[src/rtl/nbm_pkg.sv]
package nbm_pkg;
    typedef enum logic [1:0] {
        CMD_LOAD_PC = 2'b00,
        CMD_LOAD_DP = 2'b01,
        CMD_READ_PC = 2'b10,
        CMD_READ_DP = 2'b11
    } nbm_cmd_e;

    typedef enum logic [2:0] {
        PH_IDLE,
        PH_CMD,
        PH_ADDR,
        PH_DUMMY,
        PH_DATA
    } nbm_phase_e;
endpackage

[src/rtl/nbm_seq.sv]
module nbm_seq
    import nbm_pkg::*;
#(
    parameter int ADDR_NIBS = 5,
    parameter int MAX_NIBS  = 16,
    localparam int CNT_W    = $clog2(MAX_NIBS),
    localparam int IX_W     = $clog2((MAX_NIBS > ADDR_NIBS) ? MAX_NIBS : ADDR_NIBS)
) (
    input  logic            clk,
    input  logic            rst_n,
    input  logic            bus_en,
    input  logic            req_valid,
    input  logic            req_kind,
    input  logic [CNT_W-1:0] req_cnt,
    output logic            accept,
    output logic            capture,
    output logic [IX_W-1:0] idx,
    output logic            ready,
    output logic            cmd_stb,
    output logic            addr_oe,
    output logic            dummy,
    output logic [1:0]      cmd,
    output logic            ack
);
    typedef struct packed {
        nbm_phase_e      ph;
        logic            kind;
        logic [IX_W-1:0] idx;
        logic [IX_W-1:0] last;
        logic            ack;
    } seq_t;

    seq_t s_d, s_q;

    always_comb begin
        s_d     = s_q;
        s_d.ack = 1'b0;
        accept  = 1'b0;
        capture = 1'b0;
        unique case (s_q.ph)
            PH_IDLE: begin
                if (req_valid) begin
                    accept    = 1'b1;
                    s_d.ph    = PH_CMD;
                    s_d.kind  = req_kind;
                    s_d.idx   = '0;
                    s_d.last  = IX_W'(req_cnt - 1'b1);
                end
            end
            PH_CMD: begin
                if (bus_en) begin
                    s_d.ph  = PH_ADDR;
                    s_d.idx = '0;
                end
            end
            PH_ADDR: begin
                if (bus_en) begin
                    if (s_q.idx == IX_W'(ADDR_NIBS - 1)) begin
                        s_d.ph = PH_DUMMY;
                    end else begin
                        s_d.idx = s_q.idx + 1'b1;
                    end
                end
            end
            PH_DUMMY: begin
                if (bus_en) begin
                    s_d.ph  = PH_DATA;
                    s_d.idx = '0;
                end
            end
            PH_DATA: begin
                if (bus_en) begin
                    capture = 1'b1;
                    if (s_q.idx == s_q.last) begin
                        s_d.ph  = PH_IDLE;
                        s_d.ack = 1'b1;
                    end else begin
                        s_d.idx = s_q.idx + 1'b1;
                    end
                end
            end
            default: s_d.ph = PH_IDLE;
        endcase
    end

    always_ff @(posedge clk or negedge rst_n) begin
        if (!rst_n) begin
            s_q <= '{ph: PH_IDLE, kind: 1'b0, idx: '0, last: '0, ack: 1'b0};
        end else begin
            s_q <= s_d;
        end
    end

    assign idx     = s_q.idx;
    assign ready   = (s_q.ph == PH_IDLE);
    assign cmd_stb = (s_q.ph == PH_CMD);
    assign addr_oe = (s_q.ph == PH_ADDR);
    assign dummy   = (s_q.ph == PH_DUMMY);
    assign ack     = s_q.ack;

    always_comb begin
        if (s_q.ph == PH_IDLE) begin
            cmd = CMD_LOAD_PC;
        end else if (s_q.ph == PH_DUMMY || s_q.ph == PH_DATA) begin
            cmd = {1'b1, s_q.kind};
        end else begin
            cmd = {1'b0, s_q.kind};
        end
    end
endmodule

[src/rtl/nbm_addr_ser.sv]
module nbm_addr_ser #(
    parameter int NIB_W     = 4,
    parameter int ADDR_NIBS = 5,
    parameter int IX_W      = 4,
    localparam int ADDR_W   = NIB_W * ADDR_NIBS
) (
    input  logic              clk,
    input  logic              rst_n,
    input  logic              load,
    input  logic [ADDR_W-1:0] addr_in,
    input  logic              oe,
    input  logic [IX_W-1:0]   idx,
    output logic [NIB_W-1:0]  nib_out
);
    logic [ADDR_W-1:0] addr_d, addr_q;
    logic [NIB_W-1:0]  slice [ADDR_NIBS];

    for (genvar g = 0; g < ADDR_NIBS; g++) begin : g_slice
        assign slice[g] = addr_q[g*NIB_W +: NIB_W];
    end

    always_comb begin
        addr_d = load ? addr_in : addr_q;
    end

    always_ff @(posedge clk or negedge rst_n) begin
        if (!rst_n) addr_q <= '0;
        else        addr_q <= addr_d;
    end

    always_comb begin
        nib_out = '0;
        if (oe) begin
            for (int i = 0; i < ADDR_NIBS; i++) begin
                if (idx == IX_W'(i)) nib_out = slice[i];
            end
        end
    end
endmodule

[src/rtl/nbm_collect.sv]
module nbm_collect #(
    parameter int NIB_W    = 4,
    parameter int MAX_NIBS = 16,
    parameter int IX_W     = 4,
    localparam int DATA_W  = NIB_W * MAX_NIBS
) (
    input  logic              clk,
    input  logic              rst_n,
    input  logic              clear,
    input  logic              capture,
    input  logic [IX_W-1:0]   idx,
    input  logic [NIB_W-1:0]  nib_in,
    output logic [DATA_W-1:0] data
);
    logic [DATA_W-1:0] data_d, data_q;
    logic [MAX_NIBS-1:0] wr_en;

    for (genvar g = 0; g < MAX_NIBS; g++) begin : g_wr
        assign wr_en[g] = capture && (idx == IX_W'(g));
    end

    always_comb begin
        data_d = data_q;
        if (clear) begin
            data_d = '0;
        end else begin
            for (int i = 0; i < MAX_NIBS; i++) begin
                if (wr_en[i]) data_d[i*NIB_W +: NIB_W] = nib_in;
            end
        end
    end

    always_ff @(posedge clk or negedge rst_n) begin
        if (!rst_n) data_q <= '0;
        else        data_q <= data_d;
    end

    assign data = data_q;
endmodule

[src/rtl/nib_bus_master.sv]
module nib_bus_master #(
    parameter int NIB_W     = 4,
    parameter int ADDR_NIBS = 5,
    parameter int MAX_NIBS  = 16,
    localparam int ADDR_W   = NIB_W * ADDR_NIBS,
    localparam int DATA_W   = NIB_W * MAX_NIBS,
    localparam int CNT_W    = $clog2(MAX_NIBS),
    localparam int IX_W     = $clog2((MAX_NIBS > ADDR_NIBS) ? MAX_NIBS : ADDR_NIBS)
) (
    input  logic              clk,
    input  logic              rst_n,
    input  logic              bus_en,
    input  logic              req_valid,
    input  logic              req_kind,
    input  logic [ADDR_W-1:0] req_addr,
    input  logic [CNT_W-1:0]  req_cnt,
    output logic              req_ready,
    output logic              ack,
    output logic [DATA_W-1:0] rdata,
    output logic [1:0]        bus_cmd,
    output logic              bus_cmd_stb,
    output logic [NIB_W-1:0]  bus_nib_o,
    output logic              bus_nib_oe,
    output logic              bus_dummy,
    input  logic [NIB_W-1:0]  bus_nib_i
);
    logic            accept;
    logic            capture;
    logic [IX_W-1:0] idx;

    nbm_seq #(
        .ADDR_NIBS(ADDR_NIBS),
        .MAX_NIBS (MAX_NIBS)
    ) u_seq (
        .clk      (clk),
        .rst_n    (rst_n),
        .bus_en   (bus_en),
        .req_valid(req_valid),
        .req_kind (req_kind),
        .req_cnt  (req_cnt),
        .accept   (accept),
        .capture  (capture),
        .idx      (idx),
        .ready    (req_ready),
        .cmd_stb  (bus_cmd_stb),
        .addr_oe  (bus_nib_oe),
        .dummy    (bus_dummy),
        .cmd      (bus_cmd),
        .ack      (ack)
    );

    nbm_addr_ser #(
        .NIB_W    (NIB_W),
        .ADDR_NIBS(ADDR_NIBS),
        .IX_W     (IX_W)
    ) u_addr (
        .clk    (clk),
        .rst_n  (rst_n),
        .load   (accept),
        .addr_in(req_addr),
        .oe     (bus_nib_oe),
        .idx    (idx),
        .nib_out(bus_nib_o)
    );

    nbm_collect #(
        .NIB_W   (NIB_W),
        .MAX_NIBS(MAX_NIBS),
        .IX_W    (IX_W)
    ) u_collect (
        .clk    (clk),
        .rst_n  (rst_n),
        .clear  (accept),
        .capture(capture),
        .idx    (idx),
        .nib_in (bus_nib_i),
        .data   (rdata)
    );
endmodule

[config.mk]
export PLATFORM = sky130hd
export DESIGN_NAME = nib_bus_master
export DESIGN_NICKNAME = d
export VERILOG_FILES = /design/src/rtl/nbm_pkg.sv /design/src/rtl/nbm_seq.sv /design/src/rtl/nbm_addr_ser.sv /design/src/rtl/nbm_collect.sv /design/src/rtl/nib_bus_master.sv
export SDC_FILE = /design/constraint.sdc
export NUM_CORES = 1
export LEC_CHECK = 0
export BUFFER_PORTS_ARGS = -buffer_cell sky130_fd_sc_hd__buf_2
export CORE_UTILIZATION = 25
export DETAILED_ROUTE_END_ITERATION = 10
export PLACE_DENSITY = 0.51
export SYNTH_ARGS = -nofsm -noshare
export SYNTH_HDL_FRONTEND = slang
export SYNTH_SLANG_ARGS = --single-unit
[constraint.sdc]
create_clock -name clk -period 2.1 [get_ports clk]
set_input_delay 0.315 -clock clk [delete_from_list [all_inputs] [get_ports clk]]
set_output_delay 0.315 -clock clk [all_outputs]
set_load 0.01 [all_outputs]
Yosys cells after proc, flatten, opt, wreduce, memory -nomap -nowiden
Index checks and enable logic that the tools add are counted.
Widths: inputs -> output; s select.

operators by class
  $add $sub $neg = 2
  equality and inequality tests = 30
  muxes and demuxes = 46
  reductions and logical operators = 40

operators with widths
  cell                 number
  $mux 4               27
  $mux 64              1
  $eq 4x4->1 const B   8
  $reduce_bool 2->1    16
  $mux 3               6
  $eq 4x3->1 const B   4
  $logic_and 1x1->1    16
  $pmux 4 s4           1
  $pmux 3 s5           1
  $ne 2x2->1 const B   7
  $reduce_and 7->1     2
  $mux 12              1
  $eq 4x2->1 const B   2
  $mux 1               7
  $eq 3x2->1 const B   2
  $ne 2x1->1 const B   3
  $add 4x1->4 const B  1
  $eq 4x1->1 const B   1
  $eq 4x4->1           1
  $logic_not 4->1      1
  $mux 2               2
  $reduce_bool 4->1    1
  $sub 4x1->4 const B  1
  $eq 3x1->1 const B   1
  5 further kinds      5

word-level totals
  bits in registers = 97
  input bits = 33
  output and inout bits = 75
  word-level logic and storage cells = 140

Logic depth before layout (Yosys ltp)
Gate-level depths: netlist (run 1).

  depth in word-level cells = 7
  mapped depth = 7
  mapped depth without buffers = 7

Hierarchy
A second synthesis (run 1) with hierarchy kept.

unflattened totals
  cells, all modules = 402
  area, all modules = 4,673.2 um^2

by module, submodules not included
  module        instances  cells each  area each (um^2)  sequential area each (um^2)
  nbm_collect   1          235         2,867.8           1,601.5
  nbm_addr_ser  1          77          952.2             500.5
  nbm_seq       1          90          853.3             325.3

Worst setup path after synthesis (run 1)
OpenSTA, ideal clock, no wires.

  path type = flip-flop to flip-flop
  start point = reg u_seq.s_q, in the netlist u_seq.idx[0]
  end point = reg u_seq.s_q, in the netlist u_seq.idx[3]
  library setup time = 0.078 ns
  data arrival time = 2.069 ns
  data required time = 2.022 ns
  slack = -0.046 ns
  cell stages (with the launch flop) = 8
  buffers on the path = 0
  period minus slack after synthesis = 2.146 ns
  cells stage by stage = dfrtp_1 -> inv_1 -> ha_1 -> nor4bb_1 -> or4b_1 -> a32o_2 -> or3_1 -> a21oi_1

on the way
  word-level cells in the longest chain between the ends = 4
  elaborated cells on any way between the ends = 11
  classes of those cells = add/sub (1); eq/ne (4); mux (5); reduce/logical (1)

ends and longest elaborated chain
  item                       line                          text
  start: declaration         nbm_seq.sv:33                 seq_t s_d, s_q;
  start signal: assignment   nbm_seq.sv:88                 s_q <= '{ph: PH_IDLE, kind: 1'b0, idx: '0, last: '0, ack: 1'b0};
  $add 4x1->4                nbm_seq.sv:61, nbm_seq.sv:78
  $mux 4 (on tied branches)  nbm_seq.sv:74, nbm_seq.sv:58
  $mux 4 (on tied branches)  nbm_seq.sv:72, nbm_seq.sv:57
  $pmux 4 s4                 nbm_seq.sv:40                 unique case (s_q.ph)

Parallel ways exist; a longest one is shown, timed or not. The select of a mux whose other input is x is not followed.
A chain may end at the register's enable or synchronous reset.

Worst setup path after layout (run 1)
  start point = reg u_seq.s_q, in the netlist u_seq.idx[0]
  end point = out bus_nib_o[3]

on the way
  word-level cells in the longest chain between the ends = 7
  elaborated cells on any way between the ends = 11
  classes of those cells = eq/ne (4); mux (6); reduce/logical (1)

ends and longest elaborated chain
  item                  line                  text
  $logic_not 4->1       nbm_addr_ser.sv:35    if (idx == IX_W'(i)) nib_out = slice[i];
  $mux 4 (4 in series)  nbm_addr_ser.sv:35
  $mux 4 *              nbm_addr_ser.sv:35
  $mux 4 *              nbm_addr_ser.sv:33    if (oe) begin
  end: declaration      nib_bus_master.sv:22  output logic [NIB_W-1:0] bus_nib_o,

Every way passes the cells marked *; elsewhere a longest branch is shown, timed or not.

==> results of run 1 <==
metrics by stage:
stage / area (um^2) / util [%] / setup slack [ns] / std cells
3_5_place_dp: 5260 / 30.4 / 0.00155 / 805
4_1_cts: 5650 / 32.7 / -0.161 / 824
5_1_grt: 5740 / 33.2 / -0.280 / 825
6_report: 5740 / 33.2 / -0.181 / 825
2_1_floorplan: 4430 / - / 0.00623 / 493
3_3_place_gp: 5260 / 30.4 / 0.0801 / 805
worst register-to-register path, stage by stage (launching register included):
cell and delay, ns:
dfrtp_2 0.42, inv_4 0.06, ha_4 0.16, buf_4 0.13, nor4bb_1 0.11, or4b_1 0.47
a32o_2 0.26, or3_1 0.33, a21oi_2 0.12
power breakdown:
part	internal [uW]	switching [uW]	total (uW)	leakage (uW)
clock network	839	805	1640	0.000143
registers	2170	271	2450	0.00131
logic	909	1220	2130	0.00148
total	3920	2290	6220	0.00294
per-layer routing:
layer  vias to the layer above  global-route usage [%]
li1                       1853                       -
met1                      1836                    19.0
met2                        95                    22.4
met3                        13                    3.45
met4                         0                    5.81
met5                         -                       0
final timing paths:
path	cells past startpoint	to	startpoint	slack [ns]
setup / recovery	9	bus_nib_o[3]	u_seq.idx[0]$_DFFE_PN0P_	-0.18
hold / removal	2	u_addr.addr_q[2]$_DFFE_PN0P_	rst_n	0.009
setup reg to reg	8	u_seq.idx[3]$_DFFE_PN0P_	u_seq.idx[0]$_DFFE_PN0P_	-0.03
hold reg to reg	2	u_seq.s_q[9]$_DFFE_PN0P_	u_seq.s_q[9]$_DFFE_PN0P_	0.47
max in group asynchronous	2	u_collect.data[3]$_DFFE_PN0P_	rst_n	1.67
min in group clk	3	u_addr.addr_q[9]$_DFFE_PN0P_	req_addr[9]	0.15
cell families after synthesis:
group	synth area share [%]
buffers and inverters	4.27
xor gates and xnor gates	1.39
AOI/OAI and AO/OA	9.93
DFF	54.9
adders and majority gates	1.41
muxes	3.62
and+or+nand+nor	24.5
registers in the layout, summed over array words and instances (netlist names):
register        cells
u_addr.addr_q      20
u_collect.data     64
u_seq.ack           1
u_seq.idx           4
u_seq.s_q           8
Yosys cell counts, types with 4 or more instances:
cell	number	area, um^2
a211oi_1	8	60.1
a21oi_1	53	265
a221oi_1	5	43.8
and3_2	4	30.0
buf_2	7	35.0
clkbuf_1	33	124
dfrtp_1	97	2430
ha_1	5	62.6
inv_1	6	22.5
mux2i_1	16	160
nand2_1	136	510
nand3_1	53	265
nor2_1	19	71.3
nor2b_1	9	56.3
nor3_1	8	40.0
o21ai_0	8	40.0
xor2_1	4	35.0
timing repair:
item,CTS,global route
setup buffers,3,1
setup endpoints to repair,5,12
resized for setup,16,15
pin swaps,14,10
hold buffers,0,0
layout make-up:
class	count	area share [%]
repair buffers	132	13.2
well taps	225	4.91
clock buffers	9	3.93
clock inverters	7	1.27
multi-input cells	349	33.9
inverters	6	0.436
flip-flops and latches	97	42.3
==> results.yml, run 1 <==
yosys:
  ys_seq_area_share_pct: 54.9
  synth-edff-count: 0
  synth_nets: 531
  netlist_area_um2: 4420
  yosys_most_used_dff: "dfrtp_1"
  yosys_warnings: 0
  synth-async-reset-ratio_pct: 100
  synth_area_per_cell_um2: 8.97
  ys_ff_latch: 97
  ys_types: 32
  synth_cells: 493
floorplan:
  dieArea_um2: 18200
  die_w_um: 135
  num_io_pins: 108
  initial_core_util_pct: 25.6
  core_um2: 17300
  die_h_um: 135
  num_rows: 48
clock_tree:
  root_buffer: "clkbuf_16"
  clock_latency_ns: 0.35
  numCtsBuffers: 9
  cts_tree: "built"
  htree_levels: 3
  clock_sinks: 97
  cts.clk_slew.worst_paths_ns: 0.07
  cts_buffer_depth: 2
timing:
  relSlewSlack_pct: 64.0
  hold_viol_final: 0
  hold_ws_ns: 0.00926
  worst_slack_ns: -0.181
  setup_viol: 6
  final_max_slew_viol_count: 0
  fin_crit_ns: 2.28
  fin_skew_ns: 0.00760
  rsz0062_at_grt: "yes"
  tns_ns: -0.558
  fin_crit_sh_pct: 109
  fmax_mhz: 438
  tightestPinTransition_ns: 0.540
pwr:
  ir_drop_mv: 0.478
  p_leak_uw: 0.00294
  power.density_nw_per_um2: 1080
  p_total_uw: 6220
place:
  dp_hpwl_um: 8580
  gp_congestion: 0.734
  io_buffer_count: 107
layout:
  layout_common_cells: "nand2_1 (136), buf_2 (106), dfrtp_1 (96)"
  multi_input_area_um2: 1940
  fillCellCount: 1816
  diodes: 0
  area_growth_pct: 29.7
  layout_commonest_cell: "nand2_1"
  final_nets: 633
  layout-drive-gt1-share_pct: 29.3
  register_area_um2: 2430
grt:
  antenna_found_initial: 0
  grt_max_degree: 98
  grt_pass1_wl_um: 20100
  grt_use_total_pct: 14.3
  grt_pass1_vias: 3833
  grt_overflow: 0
routing:
  drt-initial-drc-count: 159
  dr.pass1.iters: 5
  wl_met2_um: 5680
  antenna_left: 0
  met3_length_um: 658
  top_layer: "met4"
  drt-met1-wl_um: 5990
  drc: 0
  detail_route.vias_per_cell: 4.60
  wl_per_cell_um: 15.2
  routed_wirelength_um: 12500
  vias: 3797
worst_setup_path:
  critPathBufInv: 3
  critPathSlowestCell: "dfrtp_2"
  cp-start-kind: "flop"
  crit_family: "compound AO/OA/AOI/OAI gates"
  required_ns: 1.78
  crit_top_cell: "a211oi_1"
  worstPathMaxFanout: 4
  cp.arrival_ns: 1.97
  cp_cell_sequence: "inv_4 > ha_4 > nor2b_4 > buf_4 > a221oi_4 > nor3_2 > a211oi_1 > a211oi_1 > buf_2"
  critical_path_class: "flop to output port"
  end_kind: "output port"
  slowest_delay_ns: 0.42
worst_hold_path:
  hold_path.class: "input pin to asynchronous set/reset pin"
status:
  status: "finished, violations left"
  violations: "setup timing"
run:
  max_cap_violations: 0
(Power assumes the default switching activity.)
==> run 2: changes to the inputs <==
--- a/config.mk
+++ b/config.mk
@@ -5,10 +5,10 @@
 export SDC_FILE = /design/constraint.sdc
 export NUM_CORES = 1
 export LEC_CHECK = 0
-export BUFFER_PORTS_ARGS = -buffer_cell sky130_fd_sc_hd__buf_2
 export CORE_UTILIZATION = 25
 export DETAILED_ROUTE_END_ITERATION = 10
-export PLACE_DENSITY = 0.51
+export DONT_BUFFER_PORTS = 1
+export PLACE_DENSITY = 0.46
 export SYNTH_ARGS = -nofsm -noshare
 export SYNTH_HDL_FRONTEND = slang
 export SYNTH_SLANG_ARGS = --single-unit
==> results.yml, run 2 (synthesis gave the netlist of run 1 again) <==
status:
  status: "finished, violations left"
  violations: "hold timing, setup timing"
floorplan:
  core_um2: 17300
  die_h_um: 135
  initial_core_util_pct: 25.6
  die_w_um: 135
  dieArea_um2: 18200
  num_rows: 48
  num_io_pins: 108
pwr:
  p_total_uw: 5930
  combPwrFrac_pct: 33.1
  intPower_uw: 3830
  ir_drop_mv: 0.371
  swShare_pct: 35.4
  seqPwrFrac_pct: 41.5
  p_leak_uw: 0.00241
  power.density_nw_per_um2: 1140
  clkPwrFrac_pct: 25.4
  p_sw_uw: 2100
layout:
  largest_reg_flops: 64
  final_nets: 533
  layout_commonest_cell: "nand2_1"
  layout_common_cells: "nand2_1 (135), dfrtp_1 (97), nand3_1 (53)"
  diodes: 0
  layout-drive-gt1-share_pct: 14.3
  area_growth_pct: 17.3
  post-route-util_pct: 30.0
timing:
  tightestPinTransition_ns: 0.449
  hold_ws_ns: -0.340
  fin_crit_sh_pct: 110
  setup_viol: 7
  relSlewSlack_pct: 70.0
  tns_ns: -0.808
  worst_slack_ns: -0.211
  fin_crit_ns: 2.31
  fmax_mhz: 433
  fin_skew_ns: 0.00747
  rsz0062_at_grt: "yes"
  final_max_slew_viol_count: 0
  hold_viol_final: 97
routing:
  detail_route.vias_per_cell: 4.70
  drc: 0
  vias: 3399
  drt-initial-drc-count: 155
  routed_wirelength_um: 12700
  wl_per_cell_um: 17.6
  dr.pass1.iters: 4
  antenna_left: 0
clock_tree:
  cts_tree: "built"
  clock_sinks: 97
  cts.clk_slew.worst_paths_ns: 0.07
  clock_latency_ns: 0.34
  cts_buffer_depth: 2
  root_buffer: "clkbuf_16"
  numCtsBuffers: 9
  htree_levels: 3
grt:
  grt_pass1_vias: 3471
  grt_pass1_wl_um: 20100
  antenna_found_initial: 0
  grt_max_degree: 98
  grt_overflow: 0
  grt_use_total_pct: 14.6
worst_hold_path:
  hold_path.class: "input pin to asynchronous set/reset pin"
worst_setup_path:
  critical_path_class: "flop to output port"
  worstPathMaxFanout: 9
  required_ns: 1.78
  end_kind: "output port"
  slowest_delay_ns: 0.43
  cp.arrival_ns: 2.00
  cp-start-kind: "flop"
  cp_cell_sequence: "inv_2 > buf_4 > ha_4 > nor2b_1 > nor3_1 > a211oi_1 > a211oi_1 > buf_4"
  critPathSlowestCell: "dfrtp_1"
place:
  gp_congestion: 0.799
  io_buffer_count: 0
  dp_hpwl_um: 8510
run:
  max_cap_violations: 0
[run 2: path summary, 6_finish.rpt]
check                                         startpoint                             end  slack [ns]  depth (start not counted)
min reg2reg                u_addr.addr_q[15]$_DFFE_PN0P_   u_addr.addr_q[15]$_DFFE_PN0P_        0.48                          2
min                                                rst_n   u_addr.addr_q[16]$_DFFE_PN0P_       -0.34                          0
min in group clk                            req_addr[13]   u_addr.addr_q[13]$_DFFE_PN0P_        0.08                          2
max                             u_seq.idx[0]$_DFFE_PN0P_                    bus_nib_o[1]       -0.21                          8
max reg2reg                     u_seq.idx[0]$_DFFE_PN0P_        u_seq.idx[3]$_DFFE_PN0P_       -0.13                          8
max in group asynchronous                          rst_n  u_collect.data[16]$_DFFE_PN0P_        2.29                          0
[run 2: power by group through the flow]
stage	registers, uW	logic (uW)	clock network [uW]
after floorplan	2380	1210	0
after global placement	2480	1670	0
after detailed placement	2470	1710	0
after CTS	2450	1860	1560
after global routing	2500	2190	1640
final	2460	1960	1500
[run 2: per-layer routing]
metal | track usage [%] | up-vias | routed length, um
li1 | - | 1654 | -
met1 | 20.1 | 1643 | 5880
met2 | 21.2 | 90 | 5680
met3 | 4.80 | 12 | 972
met4 | 4.99 | 0 | 167
met5 | 0 | - | 0
[run 2: what timing repair did]
item | in CTS | in global routing
endpoints found under the hold margin | 97 | 97
setup buffers | 2 | 3
cloned | 0 | 0
setup endpoints to repair | 4 | 8
pin swaps | 15 | 7
resized for setup | 15 | 12
[run 2: final cells by class]
cell class	count	area (um^2)
clock buffer	9	225
clock inverter	5	33.8
fill	1831	12100
inverter	6	22.5
multi-input combinational	349	1920
sequential	97	2430
tap	225	282
timing repair buffer	32	277
[run 2: worst max-delay path: cells and delay by family, from the launching register on]
kind	cells	cell delay (ns)
buf+inv	3	0.40
flops	1	0.43
compound gates	2	0.31
simple gates	2	0.32
fa+ha+maj	1	0.19
[run 2: metrics by stage]
stage	std cells	cell area [um^2]	hold slack (ns)	setup slack [ns]
after floorplan	493	4430	0.0194	0.00623
after global placement	704	4770	0.0216	0.0822
after detailed placement	704	4770	0.0215	0.0155
after CTS	720	5120	-0.357	-0.130
after global routing	723	5190	-0.365	-0.300
final	723	5190	-0.340	-0.211
